<file path="src/rtl/fcg_pkg.sv">
package fcg_pkg;
  typedef enum logic [1:0] {
    FCG_IDLE  = 2'd0,
    FCG_CAPT  = 2'd1,
    FCG_DRAIN = 2'd2
  } fcg_state_e;
endpackage

</file>
<file path="src/rtl/fcg_edge_detect.sv">
module fcg_edge_detect (
  input  logic clk,
  input  logic rst_n,
  input  logic level_i,
  output logic rise_o
);
  // History resets to 1 so a level already high at reset is not an edge.
  logic hist_q;

  always_ff @(posedge clk) begin
    if (!rst_n) hist_q <= 1'b1;
    else        hist_q <= level_i;
  end

  assign rise_o = level_i & ~hist_q;

  AST_LEVEL_NO_RESTART: assert property (@(posedge clk) disable iff (!rst_n)
    (level_i && $past(level_i)) |-> !rise_o);
endmodule

</file>
<file path="src/rtl/fcg_frame_counter.sv">
module fcg_frame_counter #(
  parameter int FRAME_LEN = 8
) (
  input  logic clk,
  input  logic rst_n,
  input  logic clear_i,
  input  logic step_i,
  output logic final_o
);
  localparam int CNT_W = (FRAME_LEN > 1) ? $clog2(FRAME_LEN) : 1;
  localparam logic [CNT_W-1:0] LAST_IDX = CNT_W'(FRAME_LEN - 1);

  logic [CNT_W-1:0] cnt_q;

  always_ff @(posedge clk) begin
    if (!rst_n || clear_i) cnt_q <= '0;
    else if (step_i) begin
      if (cnt_q == LAST_IDX) cnt_q <= '0;
      else                   cnt_q <= cnt_q + 1'b1;
    end
  end

  assign final_o = (cnt_q == LAST_IDX);

  AST_CNT_BOUND: assert property (@(posedge clk) disable iff (!rst_n)
    cnt_q <= LAST_IDX);
  AST_CNT_WRAP: assert property (@(posedge clk) disable iff (!rst_n)
    (step_i && final_o && !clear_i) |=> (cnt_q == '0));
endmodule

</file>
<file path="src/rtl/fcg_out_stage.sv">
module fcg_out_stage #(
  parameter int DATA_W = 16
) (
  input  logic              clk,
  input  logic              rst_n,
  input  logic              load_i,
  input  logic [DATA_W-1:0] data_i,
  input  logic              last_i,
  output logic              room_o,
  output logic [DATA_W-1:0] m_data,
  output logic              m_valid,
  input  logic              m_ready,
  output logic              m_last
);
  assign room_o = ~m_valid | m_ready;

  always_ff @(posedge clk) begin
    if (!rst_n) begin
      m_valid <= 1'b0;
      m_data  <= '0;
      m_last  <= 1'b0;
    end else if (load_i) begin
      m_valid <= 1'b1;
      m_data  <= data_i;
      m_last  <= last_i;
    end else if (m_ready) begin
      m_valid <= 1'b0;
    end
  end

  AST_STALL_HOLD: assert property (@(posedge clk) disable iff (!rst_n)
    (m_valid && !m_ready) |=> (m_valid && $stable(m_data) && $stable(m_last)));
endmodule

</file>
<file path="src/rtl/frame_capture_gate.sv">
module frame_capture_gate
  import fcg_pkg::*;
#(
  parameter int DATA_W    = 16,
  parameter int FRAME_LEN = 8
) (
  input  logic              clk,
  input  logic              rst_n,
  input  logic [DATA_W-1:0] s_data,
  input  logic              s_valid,
  input  logic              cap_req,
  output logic [DATA_W-1:0] m_data,
  output logic              m_valid,
  input  logic              m_ready,
  output logic              m_last,
  output logic              stat_busy,
  output logic              stat_done,
  output logic              stat_overrun,
  output logic              stat_drop_err
);
  fcg_state_e state_q;
  logic req_rise, room, cnt_final;
  logic idle, start_ok, accept, stall_drop, last_hs;

  fcg_edge_detect u_edge (
    .clk     (clk),
    .rst_n   (rst_n),
    .level_i (cap_req),
    .rise_o  (req_rise)
  );

  assign idle       = (state_q == FCG_IDLE);
  assign start_ok   = req_rise & idle;
  assign accept     = (state_q == FCG_CAPT) & s_valid & room;
  assign stall_drop = (state_q == FCG_CAPT) & s_valid & ~room;
  assign last_hs    = m_valid & m_ready & m_last;

  fcg_frame_counter #(.FRAME_LEN(FRAME_LEN)) u_cnt (
    .clk     (clk),
    .rst_n   (rst_n),
    .clear_i (start_ok),
    .step_i  (accept),
    .final_o (cnt_final)
  );

  fcg_out_stage #(.DATA_W(DATA_W)) u_out (
    .clk     (clk),
    .rst_n   (rst_n),
    .load_i  (accept),
    .data_i  (s_data),
    .last_i  (cnt_final),
    .room_o  (room),
    .m_data  (m_data),
    .m_valid (m_valid),
    .m_ready (m_ready),
    .m_last  (m_last)
  );

  always_ff @(posedge clk) begin
    if (!rst_n) state_q <= FCG_IDLE;
    else begin
      unique case (state_q)
        FCG_IDLE:  if (req_rise)              state_q <= FCG_CAPT;
        FCG_CAPT:  if (accept && cnt_final)   state_q <= FCG_DRAIN;
        FCG_DRAIN: if (last_hs)               state_q <= FCG_IDLE;
        default:                              state_q <= FCG_IDLE;
      endcase
    end
  end

  always_ff @(posedge clk) begin
    if (!rst_n) begin
      stat_done     <= 1'b0;
      stat_overrun  <= 1'b0;
      stat_drop_err <= 1'b0;
    end else if (start_ok) begin
      stat_done     <= 1'b0;
      stat_overrun  <= 1'b0;
      stat_drop_err <= 1'b0;
    end else begin
      if (last_hs)    stat_done     <= 1'b1;
      if (req_rise)   stat_overrun  <= 1'b1;
      if (stall_drop) stat_drop_err <= 1'b1;
    end
  end

  assign stat_busy = ~idle;

  AST_IDLE_QUIET: assert property (@(posedge clk) disable iff (!rst_n)
    !stat_busy |-> !m_valid);
  AST_BUSY_ON_START: assert property (@(posedge clk) disable iff (!rst_n)
    (req_rise && !stat_busy) |=> (stat_busy && !stat_done));
  AST_DONE_ON_LAST: assert property (@(posedge clk) disable iff (!rst_n)
    (m_valid && m_ready && m_last) |=> (stat_done && !stat_busy));
  AST_OVERRUN_MARK: assert property (@(posedge clk) disable iff (!rst_n)
    (req_rise && stat_busy) |=> stat_overrun);
  AST_DROP_MARK: assert property (@(posedge clk) disable iff (!rst_n)
    (stat_busy && s_valid && m_valid && !m_ready && !(m_last && m_valid)) |=> stat_drop_err);
endmodule

</file>
<file path="config.mk">
export PLATFORM = sky130hd
export DESIGN_NAME = frame_capture_gate
export DESIGN_NICKNAME = d
export VERILOG_FILES = /design/src/rtl/fcg_pkg.sv /design/src/rtl/fcg_edge_detect.sv /design/src/rtl/fcg_frame_counter.sv /design/src/rtl/fcg_out_stage.sv /design/src/rtl/frame_capture_gate.sv
export SDC_FILE = /design/constraint.sdc
export NUM_CORES = 1
export LEC_CHECK = 0
export ABC_AREA = 1
export BUFFER_PORTS_ARGS = -buffer_cell sky130_fd_sc_hd__buf_2
export CAP_MARGIN = 0
export CELL_PAD_IN_SITES_DETAIL_PLACEMENT = 0
export CELL_PAD_IN_SITES_GLOBAL_PLACEMENT = 1
export CORE_ASPECT_RATIO = 0.7
export CORE_UTILIZATION = 34
export CTS_BUF_LIST = sky130_fd_sc_hd__clkbuf_8
export CTS_CLUSTER_SIZE = 25
export DETAILED_ROUTE_END_ITERATION = 6
export GPL_TIMING_DRIVEN = 0
export PLACE_DENSITY = 0.77
export SLEW_MARGIN = 40
export SYNTH_ARGS = -nofsm -noshare
export SYNTH_HDL_FRONTEND = slang
export SYNTH_SLANG_ARGS = --single-unit
</file>
<file path="constraint.sdc">
create_clock -name clk -period 1.5 [get_ports clk]
set_input_delay 0.15 -clock clk [delete_from_list [all_inputs] [get_ports clk]]
set_output_delay 0.15 -clock clk [all_outputs]
set_load 0.05 [all_outputs]
</file>
==> run summary <==
final setup violation count: 0
count of routing violations after the opening detailed-route iteration: 21
Leakage: 0.635 nW
Skew-Pair Late Insertion Delay: 270 ps
max-cap violation count: 0
worst-margin pin slew: 348 ps
peak ir drop on the vdd network: 0.000625 V
NumNets Final: 198
count of different cell masters after synthesis: 21
CTS hold repair buffers: 0
Final Util: 46.7%
power per unit of standard cell area: 1030 mW/mm^2
vias post-DR: 931
sum of negative setup slack: 0 ps
average wire per standard cell: 10.3 microns
Critical Path AT: 1070 ps
crit-path max FO: 3
synthesized flop and latch total: 27
element type at the critical path start: flop
TritonCTS clock tree: yes
# DRC: 0
H-tree Lvls: 1
overall die area: 0.00321 sq mm
Cell Rows: 16
setup clock skew after layout: 6.55 ps
vias in the first global route: 879
die outline height: 47.7 microns
synthesized net count: 151
commonest non-fill, non-tap cells in the layout: sky130_fd_sc_hd__nor2_1 (49), sky130_fd_sc_hd__buf_2 (43), sky130_fd_sc_hd__dfxtp_1 (27)
Synth Instances: 128
number of antenna violations at the first check in global routing: 0
unrepaired setup endpoints after global routing: false
CTS Buf Count: 3
via count normalized by instance count: 4.43
Slew Limit Fails: 0
leading cell type in the layout, fill and taps excluded: sky130_fd_sc_hd__nor2_1
final hold violations: 0
class of the most critical setup path: reg2out
Post-DRT Antenna Nets: 0
register area share after synthesis: 53.2%
worst slew margin relative to its limit: 76.8%
sequential standard cell area: 541 sq um
number of detailed-routing iterations run before antenna repair: 3
largest net degree at the start of global routing: 16
overall overflow remaining after global route: 0
clock transition at the registers of the reported paths: 90 ps
buffer count from post-CTS setup fixing: 0
ratio of cells with drive above 1 in the final layout: 32.2%
final worst path period share: 81.2%
total wirelength of the detailed-routed design: 2.16 mm
number of fill cells: 287
area added between synthesis and finish: 29.7%
Worst R2R Setup Slack: 310 ps
Ant. Diodes: 0
first-pass GRT wire length: 3.63 mm
final total power: 0.00136 W
CTS Sinks: 27
I/O Pins: 43
initial core utilization: 36.0%
Worst Setup End Kind: output pin
core area: 0.00282 sq mm
Die Wd: 67.3 microns
half-perimeter wire length of the detailed placement result: 1.66 mm
required arrival time at the worst endpoint: 1350 ps
CTS Root Cell: sky130_fd_sc_hd__clkbuf_8
highest clock frequency the design can meet: 821 MHz
Final min period: 1220 ps
total area of multi-input combinational cells: 403 sq um
placer congestion estimate: 0.678
count of buffers from port buffering: 42
mapped cell area: 0.00102 sq mm
status: completed
hold slack: 67.5 ps
number of warning messages in the yosys log: 0
All-Layer GR Usage: 15.6%
post-synthesis average cell area: 7.94 sq um
Max Buffers Root-to-Sink: 2
Hold WC Path Type: in2reg
post-CTS sizing: 0
registers in the layout, summed over array words and instances (netlist names):
signal,flops
u_out.m_last,1
u_cnt.cnt_q,3
stat_drop_err,1
u_out.m_valid,1
u_edge.hist_q,1
stat_done,1
stat_overrun,1
u_out.m_data,16
state_q,2
per-layer routing:
metal	wire length (microns)	track usage (%)	up-vias
li1	-	-	498
met1	919	16.2	401
met2	1030	30.8	30
met3	200	6.19	2
met4	4	2.55	0
met5	0	0	-
through the flow:
| step | setup slack (ps) | std cells | area [sq um] |
|---|---|---|---|
| 5_1_grt | 139 | 210 | 1320 |
| 2_1_floorplan | 149 | 128 | 1020 |
| 3_3_place_gp | 383 | 206 | 1270 |
| 4_1_cts | 281 | 210 | 1320 |
| 3_5_place_dp | 324 | 206 | 1270 |
| 6_report | 282 | 210 | 1320 |
critical path: stages (launching register included):
cell                      delay (ps)
sky130_fd_sc_hd__dfxtp_1         340
sky130_fd_sc_hd__nor2_1          170
sky130_fd_sc_hd__inv_1            80
sky130_fd_sc_hd__buf_2           210
cell type report:
cell class	instances	area share (%)
inverters	11	3.32
repair buffers	42	16.0
well taps	36	3.42
clock inverters	1	0.380
multi-input cells	86	30.6
plain buffers	4	2.18
clock buffers	3	3.13
flip-flops and latches	27	41.0
final timing paths:
check / startpoint / end / cells after the start
worst max-delay path: state_q[0] / stat_busy / 3
worst min-delay path: cap_req / u_edge.hist_q / 3
worst max register to register: state_q[1] / u_out.m_data[1] / 7
worst min register to register: stat_done / stat_done / 2
synth_stat cells:
| cell | n | share of area (%) |
|---|---|---|
| sky130_fd_sc_hd__buf_1 | 1 | 0.37 |
| sky130_fd_sc_hd__dfxtp_1 | 27 | 53 |
| sky130_fd_sc_hd__a21oi_2 | 1 | 0.86 |
| sky130_fd_sc_hd__nand4_1 | 1 | 0.62 |
| sky130_fd_sc_hd__nand2_2 | 2 | 1.2 |
| sky130_fd_sc_hd__a31oi_1 | 1 | 0.62 |
| sky130_fd_sc_hd__a21oi_1 | 4 | 2.0 |
| sky130_fd_sc_hd__nand3_4 | 1 | 1.7 |
| sky130_fd_sc_hd__nor2_1 | 49 | 18 |
| sky130_fd_sc_hd__o21a_1 | 1 | 0.74 |
| sky130_fd_sc_hd__nand2_1 | 4 | 1.5 |
| sky130_fd_sc_hd__inv_2 | 2 | 0.74 |
| sky130_fd_sc_hd__o21ai_0 | 14 | 6.9 |
| sky130_fd_sc_hd__inv_1 | 8 | 3.0 |
| sky130_fd_sc_hd__ha_1 | 2 | 2.5 |
| sky130_fd_sc_hd__inv_4 | 1 | 0.62 |
| sky130_fd_sc_hd__nand3_1 | 1 | 0.49 |
| sky130_fd_sc_hd__clkbuf_2 | 1 | 0.49 |
| sky130_fd_sc_hd__o21ai_1 | 5 | 2.5 |
| sky130_fd_sc_hd__buf_8 | 1 | 1.5 |
| sky130_fd_sc_hd__buf_2 | 1 | 0.49 |
power breakdown:
group / switching [W] / internal, W / total [W] / leakage (nW)
logic: 0.000143 / 0.0000635 / 0.000207 / 0.390
clock network: 0.000217 / 0.000186 / 0.000403 / 0.0255
registers: 0.0000120 / 0.000742 / 0.000754 / 0.219
kinds of logic (layout without fill, tap and decap cells):
group	after synthesis	count (layout)	synth area share (%)
simple gates	58	58	23.6
flops	27	27	53.2
fa+ha+maj	2	2	2.46
buf+inv	15	61	7.14
compound gates	26	26	13.5
Note: power is estimated with default switching activity, not from simulation.
